==> config.mk <==
export PLATFORM = sky130hd
export DESIGN_NAME = pwm_cc_timer
export DESIGN_NICKNAME = d
export VERILOG_FILES = /design/src/rtl/pwm_cc_pkg.sv /design/src/rtl/pwm_cc_capture_edge.sv /design/src/rtl/pwm_cc_counter.sv /design/src/rtl/pwm_cc_wave.sv /design/src/rtl/pwm_cc_timer.sv
export SDC_FILE = /design/constraint.sdc
export NUM_CORES = 1
export LEC_CHECK = 0
export BUFFER_PORTS_ARGS = -buffer_cell sky130_fd_sc_hd__buf_2
export CORE_MARGIN = 4
export CORE_UTILIZATION = 55
export DETAILED_ROUTE_END_ITERATION = 8
export GPL_ROUTABILITY_DRIVEN = 0
export GPL_TIMING_DRIVEN = 1
export PLACE_DENSITY = 0.73
export SYNTH_ARGS = -nofsm -noshare
export SYNTH_HDL_FRONTEND = slang
export SYNTH_SLANG_ARGS = --single-unit
==> constraint.sdc <==
create_clock -name clk_i -period 5.5 [get_ports clk_i]
set_input_delay 0.825 -clock clk_i [delete_from_list [all_inputs] [get_ports clk_i]]
set_output_delay 0.825 -clock clk_i [all_outputs]
set_load 0.02 [all_outputs]
==> src/rtl/pwm_cc_pkg.sv <==
package pwm_cc_pkg;

  typedef enum logic [1:0] {
    OUT_OFF    = 2'd0,
    OUT_SETRST = 2'd1,
    OUT_TOGGLE = 2'd2,
    OUT_RSVD   = 2'd3
  } out_mode_e;

  typedef enum logic [1:0] {
    TRIG_NONE = 2'd0,
    TRIG_RISE = 2'd1,
    TRIG_FALL = 2'd2,
    TRIG_BOTH = 2'd3
  } trig_e;

  typedef struct packed {
    logic      inv_b;
    logic      inv_a;
    out_mode_e out_b;
    out_mode_e out_a;
    trig_e     trig_b;
    trig_e     trig_a;
    logic      cap_b;
    logic      cap_a;
  } mode_t;

  localparam int ADDR_W = 3;
  localparam int NFLAG  = 6;
  localparam int NCH    = 2;

  localparam logic [ADDR_W-1:0] ADR_CTRL  = 3'd0;
  localparam logic [ADDR_W-1:0] ADR_MODE  = 3'd1;
  localparam logic [ADDR_W-1:0] ADR_CMPA  = 3'd2;
  localparam logic [ADDR_W-1:0] ADR_CMPB  = 3'd3;
  localparam logic [ADDR_W-1:0] ADR_COUNT = 3'd4;
  localparam logic [ADDR_W-1:0] ADR_FLAGS = 3'd5;
  localparam logic [ADDR_W-1:0] ADR_IEN   = 3'd6;

endpackage

==> src/rtl/pwm_cc_capture_edge.sv <==
module pwm_cc_capture_edge
  import pwm_cc_pkg::*;
#(
  parameter int STAGES = 2
) (
  input  logic  clk_i,
  input  logic  rst_ni,
  input  logic  pin_i,
  input  trig_e trig_i,
  output logic  event_o
);

  logic [STAGES-1:0] sync_q;
  logic              prev_q;
  logic              lvl, rise, fall;

  always_ff @(posedge clk_i or negedge rst_ni) begin
    if (!rst_ni) begin
      sync_q <= '0;
      prev_q <= 1'b0;
    end else begin
      sync_q <= {sync_q[STAGES-2:0], pin_i};
      prev_q <= sync_q[STAGES-1];
    end
  end

  assign lvl  = sync_q[STAGES-1];
  assign rise = lvl & ~prev_q;
  assign fall = ~lvl & prev_q;

  always_comb begin
    unique case (trig_i)
      TRIG_RISE: event_o = rise;
      TRIG_FALL: event_o = fall;
      TRIG_BOTH: event_o = rise | fall;
      default:   event_o = 1'b0;
    endcase
  end

  a_r8_rise_needs_level: assert property (@(posedge clk_i) disable iff (!rst_ni)
    (event_o && trig_i == TRIG_RISE) |=> prev_q);

endmodule

==> src/rtl/pwm_cc_counter.sv <==
module pwm_cc_counter #(
  parameter int W = 16
) (
  input  logic         clk_i,
  input  logic         rst_ni,
  input  logic         run_i,
  input  logic         tick_i,
  input  logic         clr_i,
  input  logic         use_period_i,
  input  logic [W-1:0] period_i,
  output logic [W-1:0] cnt_o,
  output logic         wrap_o
);

  logic [W-1:0] cnt_q;
  logic         step, at_end;

  assign step   = run_i & tick_i;
  assign at_end = use_period_i ? (cnt_q == period_i) : (cnt_q == '1);
  assign wrap_o = step & at_end & ~clr_i;
  assign cnt_o  = cnt_q;

  always_ff @(posedge clk_i or negedge rst_ni) begin
    if (!rst_ni)   cnt_q <= '0;
    else if (clr_i) cnt_q <= '0;
    else if (step)  cnt_q <= at_end ? '0 : cnt_q + 1'b1;
  end

  a_r2_hold_when_idle: assert property (@(posedge clk_i) disable iff (!rst_ni)
    (!(run_i && tick_i) && !clr_i) |=> $stable(cnt_q));

  a_r2_step_by_one: assert property (@(posedge clk_i) disable iff (!rst_ni)
    (run_i && tick_i && !clr_i && !wrap_o) |=> cnt_q == $past(cnt_q) + 1'b1);

  a_r12_clear_zero: assert property (@(posedge clk_i) disable iff (!rst_ni)
    clr_i |=> cnt_q == '0);

endmodule

==> src/rtl/pwm_cc_wave.sv <==
module pwm_cc_wave
  import pwm_cc_pkg::*;
(
  input  logic      clk_i,
  input  logic      rst_ni,
  input  out_mode_e mode_i,
  input  logic      inv_i,
  input  logic      clr_i,
  input  logic      set_i,
  input  logic      rst_i,
  input  logic      tog_i,
  output logic      out_o
);

  logic raw_q, raw_d;

  always_comb begin
    raw_d = raw_q;
    if (clr_i) raw_d = 1'b0;
    else begin
      unique case (mode_i)
        OUT_SETRST: raw_d = rst_i ? 1'b0 : (set_i ? 1'b1 : raw_q);
        OUT_TOGGLE: raw_d = tog_i ? ~raw_q : raw_q;
        default:    raw_d = 1'b0;
      endcase
    end
  end

  always_ff @(posedge clk_i or negedge rst_ni) begin
    if (!rst_ni) raw_q <= 1'b0;
    else         raw_q <= raw_d;
  end

  assign out_o = raw_q ^ inv_i;

  a_r5_no_rise_without_set: assert property (@(posedge clk_i) disable iff (!rst_ni)
    (mode_i == OUT_SETRST && !set_i) |=> !$rose(raw_q));

  a_r6_off_stays_low: assert property (@(posedge clk_i) disable iff (!rst_ni)
    (mode_i == OUT_OFF) |=> !raw_q);

endmodule

==> src/rtl/pwm_cc_timer.sv <==
module pwm_cc_timer
  import pwm_cc_pkg::*;
#(
  parameter int CNT_W       = 16,
  parameter int SYNC_STAGES = 2
) (
  input  logic              clk_i,
  input  logic              rst_ni,
  input  logic              tick_i,
  input  logic              cap_a_i,
  input  logic              cap_b_i,
  input  logic              reg_we_i,
  input  logic [ADDR_W-1:0] reg_addr_i,
  input  logic [CNT_W-1:0]  reg_wdata_i,
  output logic [CNT_W-1:0]  reg_rdata_o,
  output logic              pwm_a_o,
  output logic              pwm_b_o,
  output logic              irq_o
);

  localparam int MODE_W = $bits(mode_t);

  logic             run_q, bufen_q;
  mode_t            mode_q;
  logic [CNT_W-1:0] cmp_q    [NCH];
  logic [CNT_W-1:0] shadow_q [NCH];
  logic [CNT_W-1:0] eff      [NCH];
  logic [NFLAG-1:0] flags_q, flag_set, w1c;
  logic [NFLAG-1:0] ien_q;

  logic [CNT_W-1:0] cnt;
  logic             wrap, clr, suppress;
  logic [NCH-1:0]   cap_mode, edge_evt, cap_evt, match, ovw, inv_sel, pins, pwm;
  trig_e            trig_sel [NCH];
  out_mode_e        out_sel  [NCH];

  assign clr = reg_we_i && reg_addr_i == ADR_CTRL && reg_wdata_i[1];

  assign cap_mode    = {mode_q.cap_b, mode_q.cap_a};
  assign inv_sel     = {mode_q.inv_b, mode_q.inv_a};
  assign pins        = {cap_b_i, cap_a_i};
  assign trig_sel[0] = mode_q.trig_a;
  assign trig_sel[1] = mode_q.trig_b;
  assign out_sel[0]  = mode_q.out_a;
  assign out_sel[1]  = mode_q.out_b;

  always_comb begin
    for (int i = 0; i < NCH; i++) eff[i] = bufen_q ? shadow_q[i] : cmp_q[i];
  end

  pwm_cc_counter #(.W(CNT_W)) u_cnt (
    .clk_i       (clk_i),
    .rst_ni      (rst_ni),
    .run_i       (run_q),
    .tick_i      (tick_i),
    .clr_i       (clr),
    .use_period_i(~cap_mode[1]),
    .period_i    (eff[1]),
    .cnt_o       (cnt),
    .wrap_o      (wrap)
  );

  // rise event blocked when duty point is at or past the period end
  assign suppress = ~cap_mode[1] & (eff[0] >= eff[1]);

  for (genvar g = 0; g < NCH; g++) begin : g_ch
    pwm_cc_capture_edge #(.STAGES(SYNC_STAGES)) u_cap (
      .clk_i  (clk_i),
      .rst_ni (rst_ni),
      .pin_i  (pins[g]),
      .trig_i (trig_sel[g]),
      .event_o(edge_evt[g])
    );

    assign cap_evt[g] = edge_evt[g] & cap_mode[g];
    assign match[g]   = run_q & tick_i & ~cap_mode[g] & ~clr & (cnt == eff[g]);
    assign ovw[g]     = cap_evt[g] & flags_q[2+g];

    pwm_cc_wave u_wave (
      .clk_i (clk_i),
      .rst_ni(rst_ni),
      .mode_i(out_sel[g]),
      .inv_i (inv_sel[g]),
      .clr_i (clr),
      .set_i (match[0] & ~suppress),
      .rst_i (match[1]),
      .tog_i (match[g]),
      .out_o (pwm[g])
    );
  end

  assign pwm_a_o = pwm[0];
  assign pwm_b_o = pwm[1];

  assign flag_set = {ovw, cap_evt, match};
  assign w1c      = (reg_we_i && reg_addr_i == ADR_FLAGS) ? reg_wdata_i[NFLAG-1:0] : '0;

  always_ff @(posedge clk_i or negedge rst_ni) begin
    if (!rst_ni) begin
      run_q   <= 1'b0;
      bufen_q <= 1'b0;
      mode_q  <= '0;
      ien_q   <= '0;
      flags_q <= '0;
      for (int i = 0; i < NCH; i++) begin
        cmp_q[i]    <= '0;
        shadow_q[i] <= '0;
      end
    end else begin
      if (reg_we_i && reg_addr_i == ADR_CTRL) begin
        run_q   <= reg_wdata_i[0];
        bufen_q <= reg_wdata_i[2];
      end
      if (reg_we_i && reg_addr_i == ADR_MODE) mode_q <= mode_t'(reg_wdata_i[MODE_W-1:0]);
      if (reg_we_i && reg_addr_i == ADR_IEN)  ien_q  <= reg_wdata_i[NFLAG-1:0];
      flags_q <= (flags_q & ~w1c) | flag_set;
      for (int i = 0; i < NCH; i++) begin
        if (cap_evt[i]) cmp_q[i] <= cnt;
        else if (reg_we_i && reg_addr_i == ADR_CMPA + ADDR_W'(i)) cmp_q[i] <= reg_wdata_i;
        if (!bufen_q || wrap || clr) shadow_q[i] <= cmp_q[i];
      end
    end
  end

  assign irq_o = |(flags_q & ien_q);

  always_comb begin
    unique case (reg_addr_i)
      ADR_CTRL:  reg_rdata_o = {{(CNT_W-3){1'b0}}, bufen_q, 1'b0, run_q};
      ADR_MODE:  reg_rdata_o = {{(CNT_W-MODE_W){1'b0}}, mode_q};
      ADR_CMPA:  reg_rdata_o = cmp_q[0];
      ADR_CMPB:  reg_rdata_o = cmp_q[1];
      ADR_COUNT: reg_rdata_o = cnt;
      ADR_FLAGS: reg_rdata_o = {{(CNT_W-NFLAG){1'b0}}, flags_q};
      ADR_IEN:   reg_rdata_o = {{(CNT_W-NFLAG){1'b0}}, ien_q};
      default:   reg_rdata_o = '0;
    endcase
  end

  a_r9_overwrite_a: assert property (@(posedge clk_i) disable iff (!rst_ni)
    (cap_evt[0] && flags_q[2]) |=> flags_q[4]);

  a_r9_overwrite_b: assert property (@(posedge clk_i) disable iff (!rst_ni)
    (cap_evt[1] && flags_q[3]) |=> flags_q[5]);

  a_r11_w1c_cmp_a: assert property (@(posedge clk_i) disable iff (!rst_ni)
    (reg_we_i && reg_addr_i == ADR_FLAGS && reg_wdata_i[0] && !match[0]) |=> !flags_q[0]);

  a_r8_compare_mode_keeps_a: assert property (@(posedge clk_i) disable iff (!rst_ni)
    (!mode_q.cap_a && !(reg_we_i && reg_addr_i == ADR_CMPA)) |=> $stable(cmp_q[0]));

  a_r10_shadow_held: assert property (@(posedge clk_i) disable iff (!rst_ni)
    (bufen_q && !wrap && !clr) |=> $stable(shadow_q[1]));

  a_r4_match_sets_flag: assert property (@(posedge clk_i) disable iff (!rst_ni)
    match[1] |=> flags_q[1]);

endmodule

-- After elaboration in Yosys (flattened, before gate mapping)
Cells that the tools add are included.
- bits in registers: 114
- output and inout bits: 19
- logic and storage cells: 124
- $add $sub $neg: 1
- order comparisons: 1
- equality and inequality tests: 23
- mux-type cells: 22
- bitwise gates (word level): 37
- reductions and logical operators: 17
- operators with widths (operator ; count):
    $mux 16 ; 9
    $pmux 16 s7 ; 1
    $eq 16x16->1 ; 2
    $and 1x1->1 ; 19
    $add 16x1->16 const B ; 1
    $eq 16x16->1 const B ; 1
    $ge 16x16->1 ; 1
    $and 6x6->6 ; 2
    $eq 2x2->1 const B ; 6
    $not 1->1 ; 10
    $eq 3x3->1 const B ; 3
    $eq 2x1->1 const B ; 4
    $logic_and 1x1->1 ; 7
    $mux 1 ; 7
    $eq 3x2->1 const B ; 2
    $mux 6 ; 1
    $not 6->6 ; 1
    $or 6x6->6 ; 1
    $pmux 1 s3 ; 2
    $reduce_bool 2->1 ; 3
    $reduce_or 6->1 ; 1
    $ne 4x2->1 const B ; 1
    $ne 4x4->1 const B ; 1
    $pmux 1 s2 ; 2
    other kinds (9) ; 13

-- Longest topological paths before layout
Gate-level depths: netlist of the first run.
- depth in word-level cells: 11
- depth in mapped cells: 12
- mapped depth without buffers: 9

-- Hierarchy
From an unflattened synthesis of the first run, not the netlist that was laid out.
- cells, all modules: 728
- area total of the unflattened synthesis: 7457.2 um^2
- by module, submodules not included (module ; instances ; cells an instance ; area an instance (um^2) ; seq. area each (um^2)):
    pwm_cc_timer ; 1 ; 511 ; 5481.5 ; 2252.2
    pwm_cc_counter ; 1 ; 167 ; 1470.2 ; 400.4
    pwm_cc_capture_edge ; 2 ; 12 ; 133.9 ; 75.1
    pwm_cc_wave ; 2 ; 13 ; 118.9 ; 25.0

-- Least setup slack after synthesis of the first run
No wires, ideal clock.
- path type: input-to-output
- start point: input port reg_addr_i[1]
- end point: output port reg_rdata_o[12]
- arrival: 2392 ps
- required time: 4675 ps
- path slack: 2283 ps
- stages on the path: 6
- buffers on the path: 3
- cells stage by stage: buf_1 > nor2b_1 > clkbuf_1 > clkbuf_1 > a22oi_1 > o21ai_0
- longest elaborated chain between the ends: 2
- RTL lines (what ; RTL line ; RTL):
    start: declaration ; pwm_cc_timer.sv:13 ; input logic [ADDR_W-1:0] reg_addr_i,
    $eq 3x3->1 (tied with other cells) ; pwm_cc_timer.sv:128 ; unique case (reg_addr_i)
    $pmux 16 s7 (*) ; pwm_cc_timer.sv:128 ;
    end: declaration ; pwm_cc_timer.sv:15 ; output logic [CNT_W-1:0] reg_rdata_o,
Every way passes the cells marked *; elsewhere a longest branch is shown, timed or not.

-- Final worst setup path of the first run
- start point: register bufen_q
- end point: register shadow_q[27] (netlist bit)
- longest elaborated chain between the ends: 7
- RTL lines (what ; RTL line ; RTL):
    start: declaration ; pwm_cc_timer.sv:23 ; logic run_q, bufen_q;
    start signal: assignment ; pwm_cc_timer.sv:112 ; bufen_q <= reg_wdata_i[2];
    $mux 16 ; pwm_cc_timer.sv:48 ; for (int i = 0; i < NCH; i++) eff[i] = bufen_q ? shadow_q[i] : cmp_q[i];
    $eq 16x16->1 ; pwm_cc_counter.sv:19 ; assign at_end = use_period_i ? (cnt_q == period_i) : (cnt_q == '1);
    $mux 1 ; pwm_cc_counter.sv:19 ;
    $and 1x1->1 (2 in a row) ; pwm_cc_counter.sv:20 ; assign wrap_o = step & at_end & ~clr_i;
    $logic_or 1x1->1 (*) (2 in a row) ; pwm_cc_timer.sv:120 ; if (!bufen_q || wrap || clr) shadow_q[i] <= cmp_q[i];
    end signal: indexed assignment ; pwm_cc_timer.sv:120 ;
    end: declaration ; pwm_cc_timer.sv:26 ; logic [CNT_W-1:0] shadow_q [NCH];
Marked as above.
A chain may end at the register's enable or synchronous reset.

==> results of run 1 <==
==> state kept, by name, summed over array words and instances (netlist names) <==
| signal | flops |
|---|---|
| mode_q | 8 |
| shadow_q | 32 |
| u_cnt.cnt_o | 16 |
| run_q | 1 |
| inv_sel | 2 |
| cap_mode | 2 |
| g_ch.u_cap.sync_q | 4 |
| g_ch.u_wave.raw_q | 2 |
| cmp_q | 32 |
| bufen_q | 1 |
| flags_q | 6 |
| g_ch.u_cap.prev_q | 2 |
| ien_q | 6 |
==> final cells by class <==
class,count,area [µm²]
Fill cell,1000,4280
Multi-Input combinational cell,485,3810
Sequential cell,114,2850
Clock buffer,19,453
Timing Repair Buffer,53,293
Clock inverter,13,230
Tap cell,168,210
Inverter,21,78.8
==> cells by family (layout without fill, tap and decap cells) <==
group	count (synthesis)	in the layout	share of synthesized area
flops	114	114	0.408
compound gates	137	137	0.131
mux	136	136	0.223
xor+xnor	35	35	0.0439
buf+inv	76	106	0.0476
simple gates	152	152	0.102
fa+ha+maj	25	25	0.0448
==> through the flow <==
step                total power (µW)  setup WS [ps]  hold WS, ps  instances  cell area, µm²
detailed placement              2710           1890          343        841            7250
global placement                2660           1970          342        841            7250
global route                    4240           1590          376        873            7930
finish                          4010           1820          354        873            7930
CTS                             4010           1860          360        873            7930
floorplan                       2360           2280          331        675            6990
==> routing by layer <==
layer | GRT usage | share of wire | vias up
met5 | 0 | 0 | -
met3 | 0.0655 | 0.075 | 57
li1 | - | - | 2463
met4 | 0.119 | 0.032 | 0
met2 | 0.394 | 0.45 | 226
met1 | 0.362 | 0.44 | 2745
==> where the power goes <==
| part | switching [µW] | internal (µW) | total (µW) |
|---|---|---|---|
| Sequential | 282 | 1100 | 1380 |
| Combinational | 670 | 675 | 1340 |
| Clock | 414 | 873 | 1290 |
==> worst max-delay path, stage by stage, from the launching register on <==
cell,delay (ps)
dfrtp_1,340
buf_4,440
mux2i_1,350
xnor2_1,170
nor4_1,90
and4_1,290
a21oi_2,760
o211a_4,670
mux2_2,400
==> cells in the mapped netlist, drive strengths merged, types with 2 or more instances <==
master and instances:
a21o 9, a21oi 18, a221o 2, a221oi 4, a22o 9, a22oi 16, a311oi 2, a31o 6
a31oi 8, and2 3, and4 2, buf 16, clkbuf 39, dfrtp 114, ha 25, inv 21
mux2 68, mux2i 68, nand2 66, nand2b 3, nand3 18, nand4 6, nor2 28, nor2b 7
nor3 4, nor3b 2, nor4 7, nor4b 2, o21ai 48, o22ai 8, xnor2 16, xor2 19
==> how the worst max path moves through the flow <==
stage	start	endpoint	slack, ps	cells after the start
4_1_cts	bufen_q	shadow_q[28]	1860	8
6_report	bufen_q	shadow_q[27]	1820	8
2_1_floorplan	reg_addr_i[1]	reg_rdata_o[12]	2280	6
5_1_grt	bufen_q	shadow_q[27]	1590	8
3_3_place_gp	bufen_q	shadow_q[28]	1970	8
3_5_place_dp	bufen_q	shadow_q[27]	1890	8
==> placed cells by master (no fill, tap or decap), types with 11 or more instances in the layout <==
master	synthesis	final
dfrtp_1	114	114
ha_1	25	25
nand3_1	18	18
a21oi_1	17	17
nor2_1	28	28
xnor2_1	16	16
buf_2	2	42
mux2_4	30	30
xor2_1	19	19
nand2_1	66	66
mux2i_1	68	68
o21ai_0	48	48
clkbuf_16	0	17
inv_1	21	21
buf_4	2	11
mux2_2	38	38
a22oi_1	16	16
==> metrics.yaml, run 1 <==
synthesis:
  yosys.area.top_type: "dfrtp_1"
  syn_area_um2: 6990
  avgSynthCellArea_um2: 10.4
  synth_area_leaders: "dfrtp_1 41%, mux2i_1 9.7%, mux2_4 6.4%"
  synth_nets: 725
  ys_async_sr_fraction: 1.00
  ys.flop_type: "dfrtp_1"
  ys_ff_latch: 114
  synth-edff-count: 0
  yosysUniqueCellTypes: 50
  yosysTopAreaCellShare: 0.408
  ys_seq_area_frac: 0.408
  synthCells: 675
  yosys_warnings: 0
worst_hold_path:
  holdPathEnd: "g_ch[1].u_cap.sync_q[1]"
  hold_class: "reg -> reg"
  worstHoldStart: "g_ch[1].u_cap.sync_q[0]"
  hold_path_depth: 0
layout:
  utilization: 0.649
  finalNetCount: 742
  n_antenna_cell: 0
  syn_to_final_growth_pct: 13.5
  drive_above_1_share: 0.238
clocking:
  ctsResizeCount: 0
  clk_latency_ps: 430
  cts_tree: "done"
  clk_pin_slew_ps: 60
  root_buffer: "clkbuf_16"
  postCtsHoldBufs: 0
  numCtsBuffers: 17
  clock_sinks: 114
  max-clock-path-buffers: 2
  cts_setup_buffers: 0
  htreeDepth: 4
die:
  chipHeight_um: 121
  initial_core_util: 0.572
  num_rows: 40
  ios: 44
  die_x_um: 121
  die_area_um2: 14600
  coreArea_um2: 12200
power:
  ir_drop_uv: 262
  powerDensity_nw_per_um2: 506
  p_leak_uw: 0.00369
grt:
  grt_pass1_wl_um: 29400
  antenna_found_initial: 0
  grt_use_total: 0.264
  grt_max_degree: 69
  grt_pass1_vias: 5471
  grt-ovfl-total: 0
critical_path:
  critPathLaunchType: "flop"
  critPathRequiredTime_ps: 5810
  r2r-end: "shadow_q[27]"
  end_kind: "flop"
  worstSetupPathType: "reg -> reg"
  r2r_slack_ps: 1820
  arrival_ps: 4000
  rr_worst_depth: 8
  reg2reg_from: "bufen_q"
  cp_max_fo: 34
route:
  drt_first_iter_violations: 512
  viasPerCell: 6.29
  wl_per_cell_um: 21.0
  num_vias: 5491
  routed_wl_um: 18300
  dr.pass1.iters: 5
  drtAntennaViolNets: 0
  drcViolationCount: 0
timing:
  report.final.slew_viol_count: 0
  finClkSkew_ps: 8.29
  setup-violations-final: 0
  finalSetupTns_ps: 0
  max_freq_ghz: 0.271
  fin_crit_sh: 0.670
  worst_pin_slew_ps: 1120
  period_minus_slack_ps: 3680
  finalHoldViolations: 0
  rsz0062_at_grt: "false"
  slew_headroom: 0.255
run:
  maxCapViolCount: 0
place:
  dp.final_hpwl_um: 12400
  port_buffers: 43
run_status:
  status: "complete, no violations"
No activity file was read; power rests on OpenSTA's default activity.
==> run 2, diff against run 1 <==
==> constraint.sdc (replaced) <==
create_clock -name clk_i -period 3.65 [get_ports clk_i]
set_input_delay 0.5475 -clock clk_i [delete_from_list [all_inputs] [get_ports clk_i]]
set_output_delay 0.5475 -clock clk_i [all_outputs]
set_load 0.02 [all_outputs]
==> run 2 against run 1 <==
Effect of this change:
- die area unchanged
- clock power increased by 37%
- total power increased by 48%
- clock-buffer cell count increased by 3
- combinational power increased by 55%
- final area increased by 0.22%
- critical endpoint is now shadow_q[28]
- cell count increased by 0.80%
- clock skew increased by 3.6 ps
- core utilization increased by 0.14 points
- via count decreased by 1.9%
- flip-flop and latch count unchanged
==> metrics.yaml, run 2 (synthesized netlist as in run 1, its figures left out) <==
critical_path:
  critPathRequiredTime_ps: 3960  # was 5810 ps
  rr_worst_depth: 8  # unchanged
  cp-startpoint: "bufen_q"  # unchanged
  cp_max_fo: 32  # was 34
  r2r_slack_ps: 420  # was 1820 ps
  end_kind: "flop"  # unchanged
  reg2reg_from: "bufen_q"  # unchanged
  arrival_ps: 3540  # was 4000 ps
  worstSetupPathType: "reg -> reg"  # unchanged
  critPathLaunchType: "flop"  # unchanged
timing:
  rsz0062_at_grt: "false"  # unchanged
  worst_pin_slew_ps: 704  # was 1120 ps
  period_minus_slack_ps: 3230  # was 3680 ps
  fin_crit_sh: 0.884  # was 0.670
  slew_headroom: 0.530  # was 0.255
  finClkSkew_ps: 11.9  # was 8.29 ps
  max_freq_ghz: 0.310  # was 0.271 GHz
  timing.final.ws_setup_ps: 423  # was 1820 ps
  finalSetupTns_ps: 0  # unchanged
  finalHoldViolations: 0  # unchanged
  report.final.slew_viol_count: 0  # unchanged
  setup-violations-final: 0  # unchanged
grt:
  grt-ovfl-total: 0  # unchanged
  gr-usage-met1: 0.366  # was 0.362
  met3_usage: 0.0688  # was 0.0655
  grt_use_total: 0.270  # was 0.264
  grt_pass1_vias: 5535  # was 5471
  grt_use_met2: 0.414  # was 0.394
  antenna_found_initial: 0  # unchanged
  grt_pass1_wl_um: 30200  # was 29400 µm
  grt_max_degree: 56  # was 69
  grt.busiest_layer: "met2"  # unchanged
route:
  drt_first_iter_violations: 437  # was 512
  drtAntennaViolNets: 0  # unchanged
  drcViolationCount: 0  # unchanged
  wl_per_cell_um: 21.1  # was 21.0 µm
  dr.pass1.iters: 6  # was 5
  routed_wl_um: 18600  # was 18300 µm
  num_vias: 5384  # was 5491
  viasPerCell: 6.12  # was 6.29
clocking:
  clock_sinks: 114  # unchanged
  cts_setup_buffers: 0  # unchanged
  cts_tree: "done"  # unchanged
  postCtsHoldBufs: 0  # unchanged
  clk_pin_slew_ps: 50  # was 60 ps
  max-clock-path-buffers: 2  # unchanged
  htreeDepth: 4  # unchanged
  root_buffer: "clkbuf_16"  # unchanged
  ctsResizeCount: 0  # unchanged
  clk_latency_ps: 430  # about the same
  numCtsBuffers: 17  # unchanged
layout:
  n_antenna_cell: 0  # unchanged
  syn_to_final_growth_pct: 13.7  # was 13.5%
  mostFrequentLayoutCell: "dfrtp_1"  # unchanged
  drive_above_1_share: 0.243  # was 0.238
  finalNetCount: 750  # was 742
  final_cell_mix: "114 x dfrtp_1, 68 x mux2i_1, 66 x nand2_1"  # unchanged
  fillCellCount: 976  # was 1000
power:
  p_leak_uw: 0.00371  # was 0.00369 µW
  powerDensity_nw_per_um2: 747  # was 506 nW/µm²
  ir_drop_uv: 424  # was 262 µV
die:
  die_x_um: 121  # unchanged
  initial_core_util: 0.572  # unchanged
  die_area_um2: 14600  # unchanged
  num_rows: 40  # unchanged
  coreArea_um2: 12200  # unchanged
  ios: 44  # unchanged
  chipHeight_um: 121  # unchanged
place:
  dpl_worst_slack_ps: 486  # was 1890 ps
  dp.final_hpwl_um: 13000  # was 12400 µm
  port_buffers: 43  # unchanged
run:
  maxCapViolCount: 0  # unchanged
run_status:
  status: "complete, no violations"  # unchanged
worst_hold_path:
  hold_class: "in -> async"  # was reg -> reg
-- run 2: cell count changes in the layout (fill, tap and decap cells not counted), sizes merged --
cell,change
clkinvlp,-1
clkbuf,+3
bufinv,-2
inv,-1
buf,+8
-- run 2: worst paths after layout --
kind,end
worst max-delay path,shadow_q[28]
worst min-delay path,cmp_q[5]
worst max register to register,shadow_q[28]
worst min register to register,g_ch[0].u_cap.sync_q[1]
max in group asynchronous,cmp_q[8]
min in group clk_i,g_ch[1].u_cap.sync_q[0]
-- run 2: metrics by stage --
step	total power, µW	cell area (µm²)	util	instances	hold WS, ps
finish	5940	7950	0.651	880	185
global route	6270	7950	0.651	880	215
CTS	5940	7950	0.651	880	187
detailed placement	4130	7320	0.599	849	337
global placement	4040	7320	0.599	849	345
floorplan	3550	6990	-	675	252
-- run 2: worst max-delay path, stage by stage, from the launching register on --
cell,delay (ps)
dfrtp_1,620
buf_4,320
mux2i_1,340
xnor2_1,180
nor4_1,80
and4_1,310
a21oi_2,220
o211a_4,620
mux2_2,400
-- run 2: cell type report --
class	count	area, µm²	area share
timing repair buffer	61	365	0.0460
tap	168	210	0.0264
inverter	21	78.8	0.00992
multi-input combinational	485	3810	0.480
sequential	114	2850	0.359
clock buffer	22	474	0.0597
clock inverter	9	154	0.0194
-- run 2: metal layers --
| metal | vias up | part of all wire | wire, µm |
|---|---|---|---|
| li1 | 2463 | - | - |
| met1 | 2675 | 0.44 | 8200 |
| met2 | 205 | 0.47 | 8670 |
| met3 | 41 | 0.067 | 1250 |
| met4 | 0 | 0.026 | 477 |
| met5 | - | 0 | 0 |
-- run 2: where the power goes --
group	internal, µW	switching [µW]	total, µW	leakage, µW
clock network	1190	584	1770	0.000302
registers	1660	424	2080	0.00146
logic	1040	1040	2080	0.00195
